$ cat src/rtl/i2c_stat_pkg.sv
package i2c_stat_pkg;

  localparam int NUM_FLAGS = 8;

  typedef enum logic [2:0] {
    FL_SB    = 3'd0,
    FL_HDR10 = 3'd1,
    FL_BTF   = 3'd2,
    FL_ENDAD = 3'd3,
    FL_AF    = 3'd4,
    FL_STOPF = 3'd5,
    FL_ARLO  = 3'd6,
    FL_BERR  = 3'd7
  } flag_e;

  localparam int OFS_CR  = 0;
  localparam int OFS_SR1 = 1;
  localparam int OFS_SR2 = 2;
  localparam int OFS_DR  = 6;

  localparam int CR_IE = 0;
  localparam int CR_PE = 5;

endpackage

$ cat src/rtl/i2c_stat_bus.sv
module i2c_stat_bus
  import i2c_stat_pkg::*;
#(
  parameter int DATA_W = 8,
  parameter int BUS_W  = 32,
  parameter int ADDR_W = 3
) (
  input  logic              sel_i,
  input  logic              wr_i,
  input  logic [ADDR_W-1:0] addr_i,
  input  logic [BUS_W-1:0]  wdata_i,
  output logic              cr_wr_o,
  output logic              dr_wr_o,
  output logic              dr_rd_o,
  output logic              sr2_rd_o,
  output logic              rd_o,
  output logic [DATA_W-1:0] wbyte_o
);
  localparam int HI = BUS_W / 2;

  logic lane_ok;
  logic wr_ok;
  logic unused_lanes;

  assign lane_ok      = (wdata_i[DATA_W-1:0] == wdata_i[HI +: DATA_W]);
  assign wr_ok        = sel_i && wr_i && lane_ok;
  assign rd_o         = sel_i && !wr_i;
  assign wbyte_o      = wdata_i[DATA_W-1:0];
  assign unused_lanes = ^{wdata_i[HI-1:DATA_W], wdata_i[BUS_W-1:HI+DATA_W]};

  assign cr_wr_o  = wr_ok && (int'(addr_i) == OFS_CR);
  assign dr_wr_o  = wr_ok && (int'(addr_i) == OFS_DR);
  assign dr_rd_o  = rd_o && (int'(addr_i) == OFS_DR);
  assign sr2_rd_o = rd_o && (int'(addr_i) == OFS_SR2);

endmodule

$ cat src/rtl/i2c_stat_flag.sv
module i2c_stat_flag (
  input  logic clk,
  input  logic rst,
  input  logic hold_i,
  input  logic set_i,
  input  logic clr_i,
  output logic q_o,
  output logic nxt_o
);
  always_comb begin
    if (hold_i)     nxt_o = 1'b0;
    else if (set_i) nxt_o = 1'b1;
    else if (clr_i) nxt_o = 1'b0;
    else            nxt_o = q_o;
  end

  always_ff @(posedge clk) begin
    if (rst) q_o <= 1'b0;
    else     q_o <= nxt_o;
  end


  set_wins_chk: assert property (@(posedge clk) disable iff (rst)
    set_i && !hold_i |=> q_o);


  hold_zero_chk: assert property (@(posedge clk) disable iff (rst)
    hold_i |=> !q_o);


  fall_cause_chk: assert property (@(posedge clk) disable iff (rst)
    $fell(q_o) |-> $past(clr_i || hold_i || rst));

endmodule

$ cat src/rtl/i2c_stat_rd.sv
module i2c_stat_rd #(
  parameter int DATA_W = 8,
  parameter int BUS_W  = 32
) (
  input  logic              clk,
  input  logic              rst,
  input  logic              rd_i,
  input  logic [DATA_W-1:0] byte_i,
  output logic [BUS_W-1:0]  word_o
);
  localparam int LANES = BUS_W / DATA_W;

  logic [DATA_W-1:0] byte_q;

  always_ff @(posedge clk) begin
    if (rst)       byte_q <= '0;
    else if (rd_i) byte_q <= byte_i;
  end

  for (genvar l = 0; l < LANES; l++) begin : g_lane
    assign word_o[l*DATA_W +: DATA_W] = byte_q;
  end

endmodule

$ cat src/rtl/i2c_stat_irq.sv
module i2c_stat_irq
  import i2c_stat_pkg::*;
#(
  parameter int DATA_W = 8,
  parameter int BUS_W  = 32,
  parameter int ADDR_W = 3
) (
  input  logic              clk,
  input  logic              rst,
  input  logic              ev_start_i,
  input  logic              ev_hdr10_i,
  input  logic              ev_byte_i,
  input  logic              ev_addr_end_i,
  input  logic              ev_ack_fail_i,
  input  logic              ev_stop_i,
  input  logic              ev_arb_lost_i,
  input  logic              ev_bus_err_i,
  input  logic              bus_busy_i,
  input  logic              transmit_i,
  input  logic              master_i,
  input  logic              addressed_i,
  input  logic [DATA_W-1:0] data_byte_i,
  input  logic              reg_sel_i,
  input  logic              reg_wr_i,
  input  logic [ADDR_W-1:0] reg_addr_i,
  input  logic [BUS_W-1:0]  reg_wdata_i,
  output logic [BUS_W-1:0]  reg_rdata_o,
  output logic              irq_o
);
  localparam int NF = NUM_FLAGS;
  localparam int HI = BUS_W / 2;

  logic              cr_wr, dr_wr, dr_rd, sr2_rd, rd_en;
  logic [DATA_W-1:0] wbyte;
  logic [DATA_W-1:0] cr_q, cr_nxt;
  logic              tra_q, msl_q, busy_q, adsl_q;
  logic [NF-1:0]     flag_set, flag_clr, flag_q, flag_nxt;
  logic              hold;
  logic              evf;
  logic              irq_q;
  logic [DATA_W-1:0] rbyte;

  i2c_stat_bus #(.DATA_W(DATA_W), .BUS_W(BUS_W), .ADDR_W(ADDR_W)) u_bus (
    .sel_i   (reg_sel_i),
    .wr_i    (reg_wr_i),
    .addr_i  (reg_addr_i),
    .wdata_i (reg_wdata_i),
    .cr_wr_o (cr_wr),
    .dr_wr_o (dr_wr),
    .dr_rd_o (dr_rd),
    .sr2_rd_o(sr2_rd),
    .rd_o    (rd_en),
    .wbyte_o (wbyte)
  );

  assign cr_nxt = cr_wr ? wbyte : cr_q;
  assign hold   = !cr_nxt[CR_PE];

  always_ff @(posedge clk) begin
    if (rst) begin
      cr_q   <= '0;
      tra_q  <= 1'b0;
      msl_q  <= 1'b0;
      busy_q <= 1'b0;
      adsl_q <= 1'b0;
    end else begin
      cr_q   <= cr_nxt;
      tra_q  <= transmit_i;
      msl_q  <= master_i;
      busy_q <= bus_busy_i;
      adsl_q <= addressed_i;
    end
  end

  assign flag_set = {ev_bus_err_i, ev_arb_lost_i, ev_stop_i, ev_ack_fail_i,
                     ev_addr_end_i, ev_byte_i, ev_hdr10_i, ev_start_i};

  always_comb begin
    flag_clr           = '0;
    flag_clr[FL_SB]    = dr_wr;
    flag_clr[FL_HDR10] = dr_wr;
    flag_clr[FL_BTF]   = (dr_wr && tra_q) || (dr_rd && !tra_q);
    flag_clr[FL_ENDAD] = cr_wr && wbyte[CR_PE];
    flag_clr[FL_AF]    = sr2_rd;
    flag_clr[FL_STOPF] = sr2_rd;
    flag_clr[FL_ARLO]  = sr2_rd;
    flag_clr[FL_BERR]  = sr2_rd;
  end

  for (genvar g = 0; g < NF; g++) begin : g_flag
    i2c_stat_flag u_flag (
      .clk   (clk),
      .rst   (rst),
      .hold_i(hold),
      .set_i (flag_set[g]),
      .clr_i (flag_clr[g]),
      .q_o   (flag_q[g]),
      .nxt_o (flag_nxt[g])
    );
  end

  assign evf = |flag_q;

  always_ff @(posedge clk) begin
    if (rst) irq_q <= 1'b0;
    else     irq_q <= (|flag_nxt) && cr_nxt[CR_IE];
  end
  assign irq_o = irq_q;

  always_comb begin
    rbyte = '0;
    case (int'(reg_addr_i))
      OFS_CR:  rbyte = cr_q;
      OFS_SR1: rbyte = {evf, flag_q[FL_HDR10], tra_q, busy_q,
                        flag_q[FL_BTF], adsl_q, msl_q, flag_q[FL_SB]};
      OFS_SR2: rbyte = {2'b00, flag_q[FL_ENDAD], flag_q[FL_AF],
                        flag_q[FL_STOPF], flag_q[FL_ARLO], flag_q[FL_BERR], 1'b0};
      OFS_DR:  rbyte = data_byte_i;
      default: rbyte = '0;
    endcase
  end

  i2c_stat_rd #(.DATA_W(DATA_W), .BUS_W(BUS_W)) u_rd (
    .clk   (clk),
    .rst   (rst),
    .rd_i  (rd_en),
    .byte_i(rbyte),
    .word_o(reg_rdata_o)
  );


  irq_gate_chk: assert property (@(posedge clk) disable iff (rst)
    irq_o |-> cr_q[CR_IE]);


  lane_ignore_chk: assert property (@(posedge clk) disable iff (rst)
    reg_sel_i && reg_wr_i && (reg_wdata_i[7:0] != reg_wdata_i[HI +: 8])
    |=> $stable(cr_q));


  busy_track_chk: assert property (@(posedge clk) disable iff (rst)
    bus_busy_i |=> busy_q);


  sr2_clear_chk: assert property (@(posedge clk) disable iff (rst)
    reg_sel_i && !reg_wr_i && (int'(reg_addr_i) == OFS_SR2) && !ev_ack_fail_i
    |=> !flag_q[FL_AF]);

endmodule

$ cat config.mk
export PLATFORM = sky130hd
export DESIGN_NAME = i2c_stat_irq
export DESIGN_NICKNAME = d
export VERILOG_FILES = /design/src/rtl/i2c_stat_pkg.sv /design/src/rtl/i2c_stat_bus.sv /design/src/rtl/i2c_stat_flag.sv /design/src/rtl/i2c_stat_rd.sv /design/src/rtl/i2c_stat_irq.sv
export SDC_FILE = /design/constraint.sdc
export NUM_CORES = 1
export LEC_CHECK = 0
export BUFFER_PORTS_ARGS = -buffer_cell sky130_fd_sc_hd__buf_2
export CAP_MARGIN = 20
export CORE_ASPECT_RATIO = 2
export CORE_MARGIN = 5
export CORE_UTILIZATION = 31
export CTS_CLUSTER_SIZE = 12
export DETAILED_ROUTE_END_ITERATION = 8
export HOLD_SLACK_MARGIN = 0.15
export MAX_ROUTING_LAYER = met4
export SLEW_MARGIN = 20
export SYNTH_ARGS = -nofsm -noshare
export SYNTH_HDL_FRONTEND = slang
export SYNTH_SLANG_ARGS = --single-unit
$ cat constraint.sdc
create_clock -name clk -period 2.2 [get_ports clk]
set_input_delay 0.11 -clock clk [delete_from_list [all_inputs] [get_ports clk]]
set_output_delay 0.11 -clock clk [all_outputs]
set_load 0.02 [all_outputs]
# After elaboration in Yosys (flattened, before gate mapping)
# Index checks and enable logic that the tools add are counted.
# W data, S select, Z words.
[totals]
register_bits = 29
latchBits = 0
ramBits = 0
mem_bits_ro = 0
output_inout_bits = 33
n_memories = 0
[classes]
n_addsub = 0
n_mul = 0
div_mod_pow = 0
n_lt_le_gt_ge = 0
n_eq_ne = 6
n_shift = 0
n_mux = 26
bitwise = 0
reduce_logical = 18
[ops]
columns = ["cell", "n"]
rows = [
  ["$pmux W8 S4", 1],
  ["$mux W1", 24],
  ["$reduce_or A8 Y1", 2],
  ["$logic_and A1 B1 Y1", 11],
  ["$eq A8 B8 Y1", 1],
  ["$eq A3 B2 Y1 const B", 2],
  ["$eq A3 B3 Y1 const B", 2],
  ["$logic_not A3 Y1", 2],
  ["$mux W6", 1],
  ["$eq A3 B1 Y1 const B", 1],
  ["$logic_not A1 Y1", 2],
  ["$logic_or A1 B1 Y1", 1],
]

# Depth between registers and ports, before layout
# Gate-level depths: netlist of run 1.
[logic_depth]
word_depth = 10
ltp_mapped = 7

# Hierarchy
# A second synthesis of run 1 with hierarchy kept.
[unflattened]
hier_cells = 193
area_unflattened_um2 = 1809.2
[by_module_without_submodules]
columns = ["mod", "n_inst", "cells_per_inst", "area_per_inst_um2", "seq_area_each_um2"]
rows = [
  ["i2c_stat_irq", 1, 75, 693.2, 260.2],
  ["i2c_stat_rd", 1, 50, 465.4, 160.2],
  ["i2c_stat_flag", 8, 5, 55.1, 20.0],
  ["i2c_stat_bus", 1, 28, 210.2, 0.0],
]

# Worst setup path after synthesis of run 1
# No wires, ideal clock.
[synth_path]
path_kind = "register to register"
from = "register g_flag[6].u_flag.q_o"
to = "register irq_q, in the netlist irq_o"
t_arrival_ps = 1558
t_required_ps = 2061
path_slack_ps = 504
stages_incl_launch_ff = 5
path_buffers = 0
cell_sequence = "dfxtp_1 > or4_1 > a2111o_1 > a211oi_2 > a311oi_2"
[synth_between]
elab_chain_len = 5
[synth_lines]
columns = ["element", "line", "source"]
rows = [
  ["start, declared", "i2c_stat_flag.sv:7", "output logic q_o,"],
  ["start signal, assigned", "i2c_stat_flag.sv:19", "else q_o <= nxt_o;"],
  ["$mux W1", "i2c_stat_flag.sv:13", "else if (clr_i) nxt_o = 1'b0;"],
  ["$mux W1", "i2c_stat_flag.sv:12", "else if (set_i) nxt_o = 1'b1;"],
  ["$mux W1", "i2c_stat_flag.sv:11", "if (hold_i) nxt_o = 1'b0;"],
  ["$reduce_or A8 Y1", "i2c_stat_irq.sv:106", "else irq_q <= (|flag_nxt) && cr_nxt[CR_IE];"],
  ["$logic_and A1 B1 Y1", "i2c_stat_irq.sv:106", ""],
  ["end signal, assigned", "i2c_stat_irq.sv:106", ""],
  ["end, declared", "i2c_stat_irq.sv:40", "logic irq_q;"],
]
# No other way between the ends.
# A chain may end at the register's enable or synchronous reset.

# Worst setup path after layout of run 1
[layout_path]
from = "input port reg_wdata_i[3]"
to = "register g_flag[2].u_flag.q_o"
[layout_between]
elab_chain_len = 8
word_cells_on_any_way = 10
cone_classes = "eq/ne: 1; mux: 4; reduce/logical: 5"
[layout_lines]
columns = ["element", "line", "source"]
rows = [
  ["start, declared", "i2c_stat_irq.sv:26", "input logic [BUS_W-1:0] reg_wdata_i,"],
  ["$eq A8 B8 Y1 (*)", "i2c_stat_bus.sv:25", "assign lane_ok = (wdata_i[DATA_W-1:0] == wdata_i[HI +: DATA_W]);"],
  ["$logic_and A1 B1 Y1 (*)", "i2c_stat_bus.sv:26", "assign wr_ok = sel_i && wr_i && lane_ok;"],
  ["$logic_and A1 B1 Y1", "i2c_stat_bus.sv:32", "assign dr_wr_o = wr_ok && (int'(addr_i) == OFS_DR);"],
  ["$logic_and A1 B1 Y1", "i2c_stat_irq.sv:82", "flag_clr[FL_BTF] = (dr_wr && tra_q) || (dr_rd && !tra_q);"],
  ["$logic_or A1 B1 Y1", "i2c_stat_irq.sv:82", ""],
  ["$mux W1", "i2c_stat_flag.sv:13", ""],
  ["$mux W1", "i2c_stat_flag.sv:12", ""],
  ["$mux W1 (*)", "i2c_stat_flag.sv:11", ""],
  ["end signal, assigned", "i2c_stat_flag.sv:19", ""],
  ["end, declared", "i2c_stat_flag.sv:7", ""],
]
# Every way passes the cells marked *; elsewhere a longest branch is shown, timed or not.

==> flow_metrics.tcl, run 1 <==
set metrics [dict create \
    status "completed" \
    synth_area_leaders "dfxtp_1, buf_4, a22oi_1" \
    crit_slowest_cell "dlygate4sd3_1" \
    grt_pass1_wl_um 7150 \
    final_nets 319 \
    maxCapViolations 0 \
    insertion_delay_ns 0.27 \
    yosys-top-cells-count "dfxtp_1, buf_4, nor2_1" \
    dp.cells 291 \
    stdcell_count 319 \
    drt_iter0_markers 53 \
    skew_ns 0.00558 \
    ys_seq_area_frac 0.354 \
    clkPwrFrac 0.442 \
    syn_inst 187 \
    cp-start-kind "input pin" \
    slew_headroom 0.623 \
    ys_async_sr_fraction 0 \
    p_sw_mw 0.279 \
    synth_nets 246 \
    use_met3 0.0251 \
    dieHeight_um 113 \
    crit_required_ns 2.39 \
    fmax_mhz 477 \
    finalWirelength_um 4640 \
    io_pins 92 \
    cts_buffer_depth 2 \
    fin_crit_ns 2.10 \
    n_antenna_cell 0 \
    drive_gt1_frac 0.391 \
    yosysMostFrequentCell "dfxtp_1" \
    p_int_mw 0.981 \
    synth-seq-cells 29 \
    p_seq_frac 0.423 \
    r2r_slack_ns 0.36 \
    initial_core_util 0.319 \
    switching_share 0.222 \
    leakagePower_nw 1.05 \
    total_power_mw 1.26 \
    vias 1565 \
    post_drt_wl_per_cell_um 14.6 \
    grtUsageMet2 0.246 \
    rows 37 \
    grt_util_met1 0.146 \
    finalSetupViolCount 0 \
    track_usage 0.140 \
    utilization 0.432 \
    clkTransAtPathRegs_ns 0.06 \
    first_pass_iters 4 \
    hp-class "in2reg" \
    crit_path_max_fanout 5 \
    syn_avg_cell_area_um2 8.77 \
    critical_path_class "in2reg" \
    max_stage_delay_ns 0.53 \
    tritoncts "done" \
    dp_hpwl_um 3500 \
    fp.coreArea_mm2 0.00514 \
    netlist.area_leader.share 0.354 \
    r2r_cells 4 \
    period_share 0.953 \
    antenna_found_initial 0 \
    hold-path-cell-count 3 \
    grt_pass1_vias 1524 \
    crit_chain "dlygate4sd3_1 -> buf_2 -> xor2_1 -> nor4_4 -> nand4_1 -> buf_6 -> mux2i_4 -> a211oi_1" \
    setup_tns_ns 0 \
    yosys.area.top_type "dfxtp_1" \
    area_growth_pct 35.5 \
    synth_cell_types 38 \
    final-hold-violation-count 0 \
    finalMaxSlewViolations 0 \
    die_area_mm2 0.00693 \
    worst_pin_slew_ns 0.565 \
    ys_dominant_reg_cell "dfxtp_1" \
    netlist_area_mm2 0.00164 \
    cts_made_buffers 5 \
    grt-busiest-layer "met2" \
    grt_max_degree 30 \
    overflow 0 \
    io_buffers 75 \
    powerDensity_mw_per_mm2 567 \
    drt-vias-per-instance 4.91 \
    comb_power_share 0.135 \
    clockRootBuffer "clkbuf_8" \
    whs_ns 0.221 \
    htree_levels 2 \
    synth-edff-count 0 \
    yosysWarnings 0 \
    drc 0 \
    die_w_um 61.4 \
    routabilityCongestion 0.770 \
    critical_path.endpoint_type "flop" \
    clock_sinks 29 \
    arrival_ns 2.28 \
    antenna_left 0 \
    ir_drop_mv 0.389 \
]
[state kept, by name, indices dropped and copies added, names as in the netlist]
register           count
cr_q                   8
msl_q                  1
adsl_q                 1
irq_o                  1
u_rd.byte_q            8
busy_q                 1
g_flag.u_flag.q_o      8
tra_q                  1
[power groups by stage]
stage | clock [mW] | sequential (mW) | combinational, mW
detailed placement | 0 | 0.545 | 0.145
global placement | 0 | 0.545 | 0.144
global route | 0.591 | 0.534 | 0.186
floorplan | 0 | 0.546 | 0.0811
finish | 0.557 | 0.533 | 0.170
CTS | 0.574 | 0.533 | 0.169
[repair_timing]
item	4_1_cts	5_1_grt
endpoints found under the setup margin	0	9
endpoints found under the hold margin	18	0
hold buffers	18	0
buffers inserted	0	1
resized for setup	0	2
[layout by cell type (no fill, tap or decap), drive strengths merged, types with 2 or more instances in the layout]
master | synthesis | routed
nor2b | 4 | 4
a211oi | 3 | 3
nand3 | 8 | 8
a22oi | 10 | 10
and3 | 4 | 4
a21oi | 13 | 13
o21ai | 7 | 7
nand2 | 8 | 8
or4 | 2 | 2
nor2 | 17 | 17
mux2i | 8 | 9
nand4 | 2 | 2
nor3 | 9 | 9
clkbuf | 6 | 7
dlygate4sd3 | 0 | 18
xor2 | 7 | 7
nand2b | 2 | 2
inv | 3 | 3
buf | 28 | 81
dfxtp | 29 | 29
mux2 | 6 | 6
[kinds of logic (layout without fill, tap and decap cells)]
group / Yosys count / count (layout) / synth area share
and+or+nand+nor: 61 / 61 / 0.201
xor gates and xnor gates: 8 / 8 / 0.0427
muxes: 14 / 15 / 0.0999
AOI/OAI and AO/OA: 38 / 38 / 0.153
buffers and inverters: 37 / 110 / 0.149
DFF: 29 / 29 / 0.354
[final timing paths]
path	from	endpoint
setup / recovery	reg_wdata_i[3]	g_flag[2].u_flag.q_o
hold / removal	ev_addr_end_i	g_flag[3].u_flag.q_o
setup reg to reg	g_flag[6].u_flag.q_o	irq_o
hold reg to reg	u_rd.byte_q[0]	u_rd.byte_q[0]
[per-stage QoR]
step,instance area (um2),setup WS (ns)
after floorplan,1640,0.504
after global placement,1890,0.290
after detailed placement,1890,0.260
after CTS,2190,0.0191
after global routing,2220,-0.00111
final,2220,0.103
[metal layers]
metal	wire length, um	vias to the layer above
met5	0	-
met3	280	7
met4	76	0
met1	1640	722
met2	2650	53
li1	-	783
[final cells by class]
class / instances / area (um2)
clock buffer: 7 / 86.3
clock inverter: 1 / 30.0
fill: 532 / 2920
inverter: 3 / 11.3
multi-input combinational: 122 / 837
sequential: 29 / 581
tap: 58 / 72.6
timing repair buffer: 99 / 604
[worst max-delay path: cells and delay by family]
family,cells,cell delay (ns)
AO/OA/AOI/OAI,1,0.23
XOR/XNOR,1,0.18
buffers and inverters,3,0.89
multiplexers,1,0.21
AND/OR/NAND/NOR,2,0.66
Power figures use the tool's default switching activity.
==> inputs of run 2 (changes only) <==
--- a/config.mk
+++ b/config.mk
@@ -12,6 +12,7 @@
 export CORE_UTILIZATION = 31
 export CTS_CLUSTER_SIZE = 12
 export DETAILED_ROUTE_END_ITERATION = 8
+export GPL_TIMING_DRIVEN = 0
 export HOLD_SLACK_MARGIN = 0.15
 export MAX_ROUTING_LAYER = met4
 export SLEW_MARGIN = 20
==> constraint.sdc (replaced) <==
create_clock -name clk -period 2.2 [get_ports clk]
set_input_delay 0.11 -clock clk [delete_from_list [all_inputs] [get_ports clk]]
set_output_delay 0.11 -clock clk [all_outputs]
set_load 0.005 [all_outputs]
==> run 2 against run 1 <==
Against the previous run: combinational power about the same; first-iteration DRC count down 40%; cell count up 8.2%; clock power down 22%; register-to-register slack about the same; critical endpoint is now irq_o; largest cell class unchanged.
==> flow_metrics.tcl, run 2 (synthesis gave the netlist of run 1 again) <==
set metrics [dict create \
    post_drt_wl_per_cell_um 14.2 \
    crit_path_max_fanout 9 \
    track_usage 0.152 \
    period_share 0.945 \
    grt_max_degree 11 \
    rsz0062_at_grt "false" \
    fmax_mhz 481 \
    fin_crit_ns 2.08 \
    overflow 0 \
    cts_made_buffers 5 \
    htree_levels 2 \
    final-hold-violation-count 0 \
    crit_chain "dlygate4sd3_1 -> buf_2 -> xor2_1 -> nor4_4 -> buf_4 -> nand4_1 -> buf_6 -> mux2_4 -> a311oi_2" \
    antenna_found_initial 0 \
    utilization 0.459 \
    max_stage_delay_ns 0.54 \
    worstReg2RegStart "g_flag[6].u_flag.q_o" \
    tritoncts "done" \
    hold_start "ev_addr_end_i" \
    dieHeight_um 113 \
    insertion_delay_ns 0.28 \
    hp-class "in2reg" \
    n_antenna_cell 0 \
    maxCapViolations 0 \
    initial_core_util 0.319 \
    drt-vias-per-instance 4.77 \
    cts_buffer_depth 2 \
    slew_headroom 0.601 \
    finalWirelength_um 4890 \
    total_power_mw 1.14 \
    crit_slowest_cell "dlygate4sd3_1" \
    critical_path.endpoint_type "flop" \
    worst_pin_slew_ns 0.599 \
    io_pins 92 \
    area_growth_pct 43.9 \
    powerDensity_mw_per_mm2 484 \
    clockRootBuffer "clkbuf_8" \
    leakagePower_nw 1.17 \
    io_buffers 73 \
    final_common_cell "buf_2" \
    r2r_cells 4 \
    final_nets 346 \
    grt_pass1_wl_um 7700 \
    critical_path_class "in2reg" \
    vias 1645 \
    dp_hpwl_um 3890 \
    setup_tns_ns 0 \
    die_w_um 61.4 \
    drive_gt1_frac 0.422 \
    skew_ns 0.00297 \
    drc 0 \
    clock_sinks 29 \
    min_to "g_flag[3].u_flag.q_o" \
    fp.coreArea_mm2 0.00514 \
    rows 37 \
    antenna_left 0 \
    arrival_ns 2.27 \
    crit_required_ns 2.39 \
    drt_iter0_markers 32 \
    r2r_slack_ns 0.37 \
    timing.rr.end "irq_o" \
    clkTransAtPathRegs_ns 0.06 \
    ir_drop_mv 0.469 \
    cp-start-kind "input pin" \
    final_cell_mix "buf_2, dfxtp_1, buf_4" \
    first_pass_iters 4 \
    finalSetupViolCount 0 \
    hold-path-cell-count 3 \
    status "completed" \
    grt_pass1_vias 1623 \
    largest_registers "cr_q (8), g_flag.u_flag.q_o (8), u_rd.byte_q (8)" \
    finalMaxSlewViolations 0 \
    routabilityCongestion 0.806 \
    die_area_mm2 0.00693 \
    fillers 553 \
]
==> run 2: changes by cell type in the layout (fill, tap and decap cells not counted) <==
cell       delta
buf_1         +1
buf_2         -1
clkbuf_1      +6
mux2i_4       -1
bufinv_16     -1
buf_6         +1
buf_4        +21
==> run 2: cell type report <==
type | instances | area (um2) | share of cell area
buffer | 34 | 234 | 0.0992
clock buffer | 7 | 86.3 | 0.0366
inverter | 3 | 11.3 | 0.00477
multi-input combinational | 121 | 815 | 0.345
sequential | 29 | 581 | 0.246
tap | 58 | 72.6 | 0.0308
timing repair buffer | 93 | 561 | 0.238
==> run 2: metal layers <==
metal  global-route usage  up-vias  part of all wire
met5                    -        -                 0
met4               0.0765        0             0.024
met3               0.0251        8             0.056
met2                0.276       48              0.58
met1                0.143      753              0.35
li1                     -      836                 -
==> run 2: worst max-delay path by stage <==
stage / from / endpoint / slack [ns] / cells after the start
global placement: reg_wdata_i[6] / irq_o / 0.34 / 7
detailed placement: reg_wdata_i[6] / irq_o / 0.32 / 7
finish: reg_wdata_i[1] / irq_o / 0.12 / 9
global route: reg_wdata_i[1] / irq_o / 0.06 / 9
CTS: reg_wdata_i[6] / irq_o / 0.06 / 8
floorplan: g_flag[6].u_flag.q_o / irq_o / 0.50 / 4
==> run 2: worst max-delay path: cells and delay by family <==
kind / cells / cell delay (ns)
muxes: 1 / 0.31
AOI/OAI and AO/OA: 1 / 0.24
xor gates and xnor gates: 1 / 0.18
and+or+nand+nor: 2 / 0.39
buffers and inverters: 4 / 1.04
==> run 2: per-stage QoR <==
stage / setup WS, ns / instances / hold WS, ns / instance area (um2)
finish: 0.121 / 345 / 0.204 / 2360
global route: 0.0561 / 345 / 0.253 / 2360
CTS: 0.0559 / 343 / 0.195 / 2340
detailed placement: 0.315 / 318 / 0.328 / 2080
global placement: 0.342 / 318 / 0.321 / 2080
floorplan: 0.504 / 187 / 0.238 / 1640
==> run 2: repair_timing <==
item                                    CTS  global route
setup buffers                             0             2
hold buffers                             18             0
gates resized for setup                   0             0
endpoints found under the setup margin    0             1
hold endpoints to repair                 18             0
==> run 2: report_power, final <==
part / internal [mW] / switching [mW] / total, mW
clock: 0.248 / 0.189 / 0.437
sequential: 0.530 / 0.00319 / 0.534
combinational: 0.0887 / 0.0839 / 0.173
==> inputs of run 3 (changes only) <==
--- a/config.mk
+++ b/config.mk
@@ -7,7 +7,6 @@
 export LEC_CHECK = 0
 export BUFFER_PORTS_ARGS = -buffer_cell sky130_fd_sc_hd__buf_2
 export CAP_MARGIN = 20
-export CORE_ASPECT_RATIO = 2
 export CORE_MARGIN = 5
 export CORE_UTILIZATION = 31
 export CTS_CLUSTER_SIZE = 12
==> run 3 against run 2 <==
Against the previous run: total power down 1.9%; setup slack better by 0.019 ns; wire length is 5.4% lower; flip-flop and latch count unchanged; cell area fell by 0.16%; fmax grew 0.94%; combinational power shrank 3%; cell count is 3.2% higher; non-clock buffer count down 2; critical endpoint unchanged; largest cell class unchanged; highest routed layer unchanged.
==> flow_metrics.tcl, run 3 (synthesis gave the netlist of run 1 again) <==
set metrics [dict create \
    fin_crit_ns 2.06 \
    area_growth_pct 43.6 \
    tritoncts "done" \
    final_common_cell "buf_2" \
    overflow 0 \
    drt-vias-per-instance 4.59 \
    n_antenna_cell 0 \
    worst_pin_slew_ns 0.597 \
    maxCapViolations 0 \
    first_pass_iters 4 \
    routabilityCongestion 0.869 \
    htree_levels 2 \
    drc 0 \
    insertion_delay_ns 0.29 \
    rsz0062_at_grt "false" \
    finalWirelength_um 4630 \
    ir_drop_mv 0.275 \
    slew_headroom 0.602 \
    dieHeight_um 82.7 \
    skew_ns 0.00709 \
    arrival_ns 2.25 \
    antenna_found_initial 0 \
    grt_pass1_wl_um 7110 \
    drive_gt1_frac 0.420 \
    grt_max_degree 11 \
    cts_setup_buffers 0 \
    setup_tns_ns 0 \
    largest_registers "cr_q (8), g_flag.u_flag.q_o (8), u_rd.byte_q (8)" \
    vias 1633 \
    die_area_mm2 0.00685 \
    io_buffers 73 \
    final_nets 344 \
    drt_iter0_markers 99 \
    clockRootBuffer "clkbuf_8" \
    dp_hpwl_um 3630 \
    final-hold-violation-count 0 \
    cts-resized-gates 0 \
    track_usage 0.143 \
    critical_path_class "in2reg" \
    fin_area_mm2 0.00236 \
    grt_pass1_vias 1537 \
    cp-start-kind "input pin" \
    fmax_mhz 486 \
    hp-class "in2reg" \
    cts_made_buffers 5 \
    io_pins 92 \
    rows 26 \
    whs_ns 0.208 \
    period_share 0.936 \
    clock_sinks 29 \
    dpl_cell_area_mm2 0.00209 \
    die_w_um 82.7 \
    finalMaxSlewViolations 0 \
    final_cell_mix "buf_2, dfxtp_1, buf_4" \
    crit_path_max_fanout 9 \
    post_drt_wl_per_cell_um 13.0 \
    clkTransAtPathRegs_ns 0.06 \
    powerDensity_mw_per_mm2 476 \
    fp.coreArea_mm2 0.00514 \
    crit_required_ns 2.39 \
    hold-path-cell-count 3 \
    cts_buffer_depth 2 \
    initial_core_util 0.319 \
    finalSetupViolCount 0 \
    leakagePower_nw 1.15 \
    critical_path.endpoint_type "flop" \
    status "completed" \
    r2r_cells 4 \
    antenna_left 0 \
]
-- run 3: final cells by class --
type / count / area, um2
Buffer: 34 / 234
Clock buffer: 6 / 72.6
Clock inverter: 2 / 10.0
Fill cell: 543 / 2780
Inverter: 3 / 11.3
Multi-Input combinational cell: 121 / 815
Sequential cell: 29 / 581
Tap cell: 70 / 87.6
Timing Repair Buffer: 91 / 546
-- run 3: timing repair --
action,CTS,global route
hold buffers,18,0
endpoints found under the hold margin,18,0
endpoints found under the setup margin,0,0
-- run 3: power breakdown --
group / leakage [nW] / switching, mW / internal (mW)
clock network: 0.0450 / 0.203 / 0.218
registers: 0.235 / 0.00315 / 0.530
logic: 0.875 / 0.0803 / 0.0864
-- run 3: path summary, 6_finish.rpt --
path                                        endpoint                 start  slack [ns]
worst max-delay path                           irq_o        reg_wdata_i[6]        0.14
worst min-delay path            g_flag[3].u_flag.q_o         ev_addr_end_i        0.21
worst max register to register                 irq_o  g_flag[6].u_flag.q_o        0.35
worst min register to register        u_rd.byte_q[0]        u_rd.byte_q[0]        0.50
-- run 3: stage by stage --
step | instances | setup slack (ns) | utilization | power (mW)
floorplan | 187 | 0.504 | - | 0.621
global placement | 330 | 0.373 | 0.407 | 0.688
detailed placement | 330 | 0.369 | 0.407 | 0.688
CTS | 356 | 0.132 | 0.458 | 1.13
global route | 356 | 0.0471 | 0.458 | 1.17
finish | 356 | 0.140 | 0.458 | 1.12
-- run 3: worst max-delay path, cell delays in order --
cell and delay [ns]:
dlygate4sd3_1 0.54, buf_2 0.13, xor2_1 0.18, nor4_4 0.39
nand4_1 0.16, buf_6 0.18, mux2_4 0.31, a311oi_2 0.25
-- run 3: metal layers --
metal / track usage / up-vias / part of all wire
met2: 0.239 / 57 / 0.47
met1: 0.166 / 728 / 0.43
met4: 0.0605 / 0 / 0.021
met5: - / - / 0
met3: 0.0293 / 9 / 0.073
li1: - / 839 / -
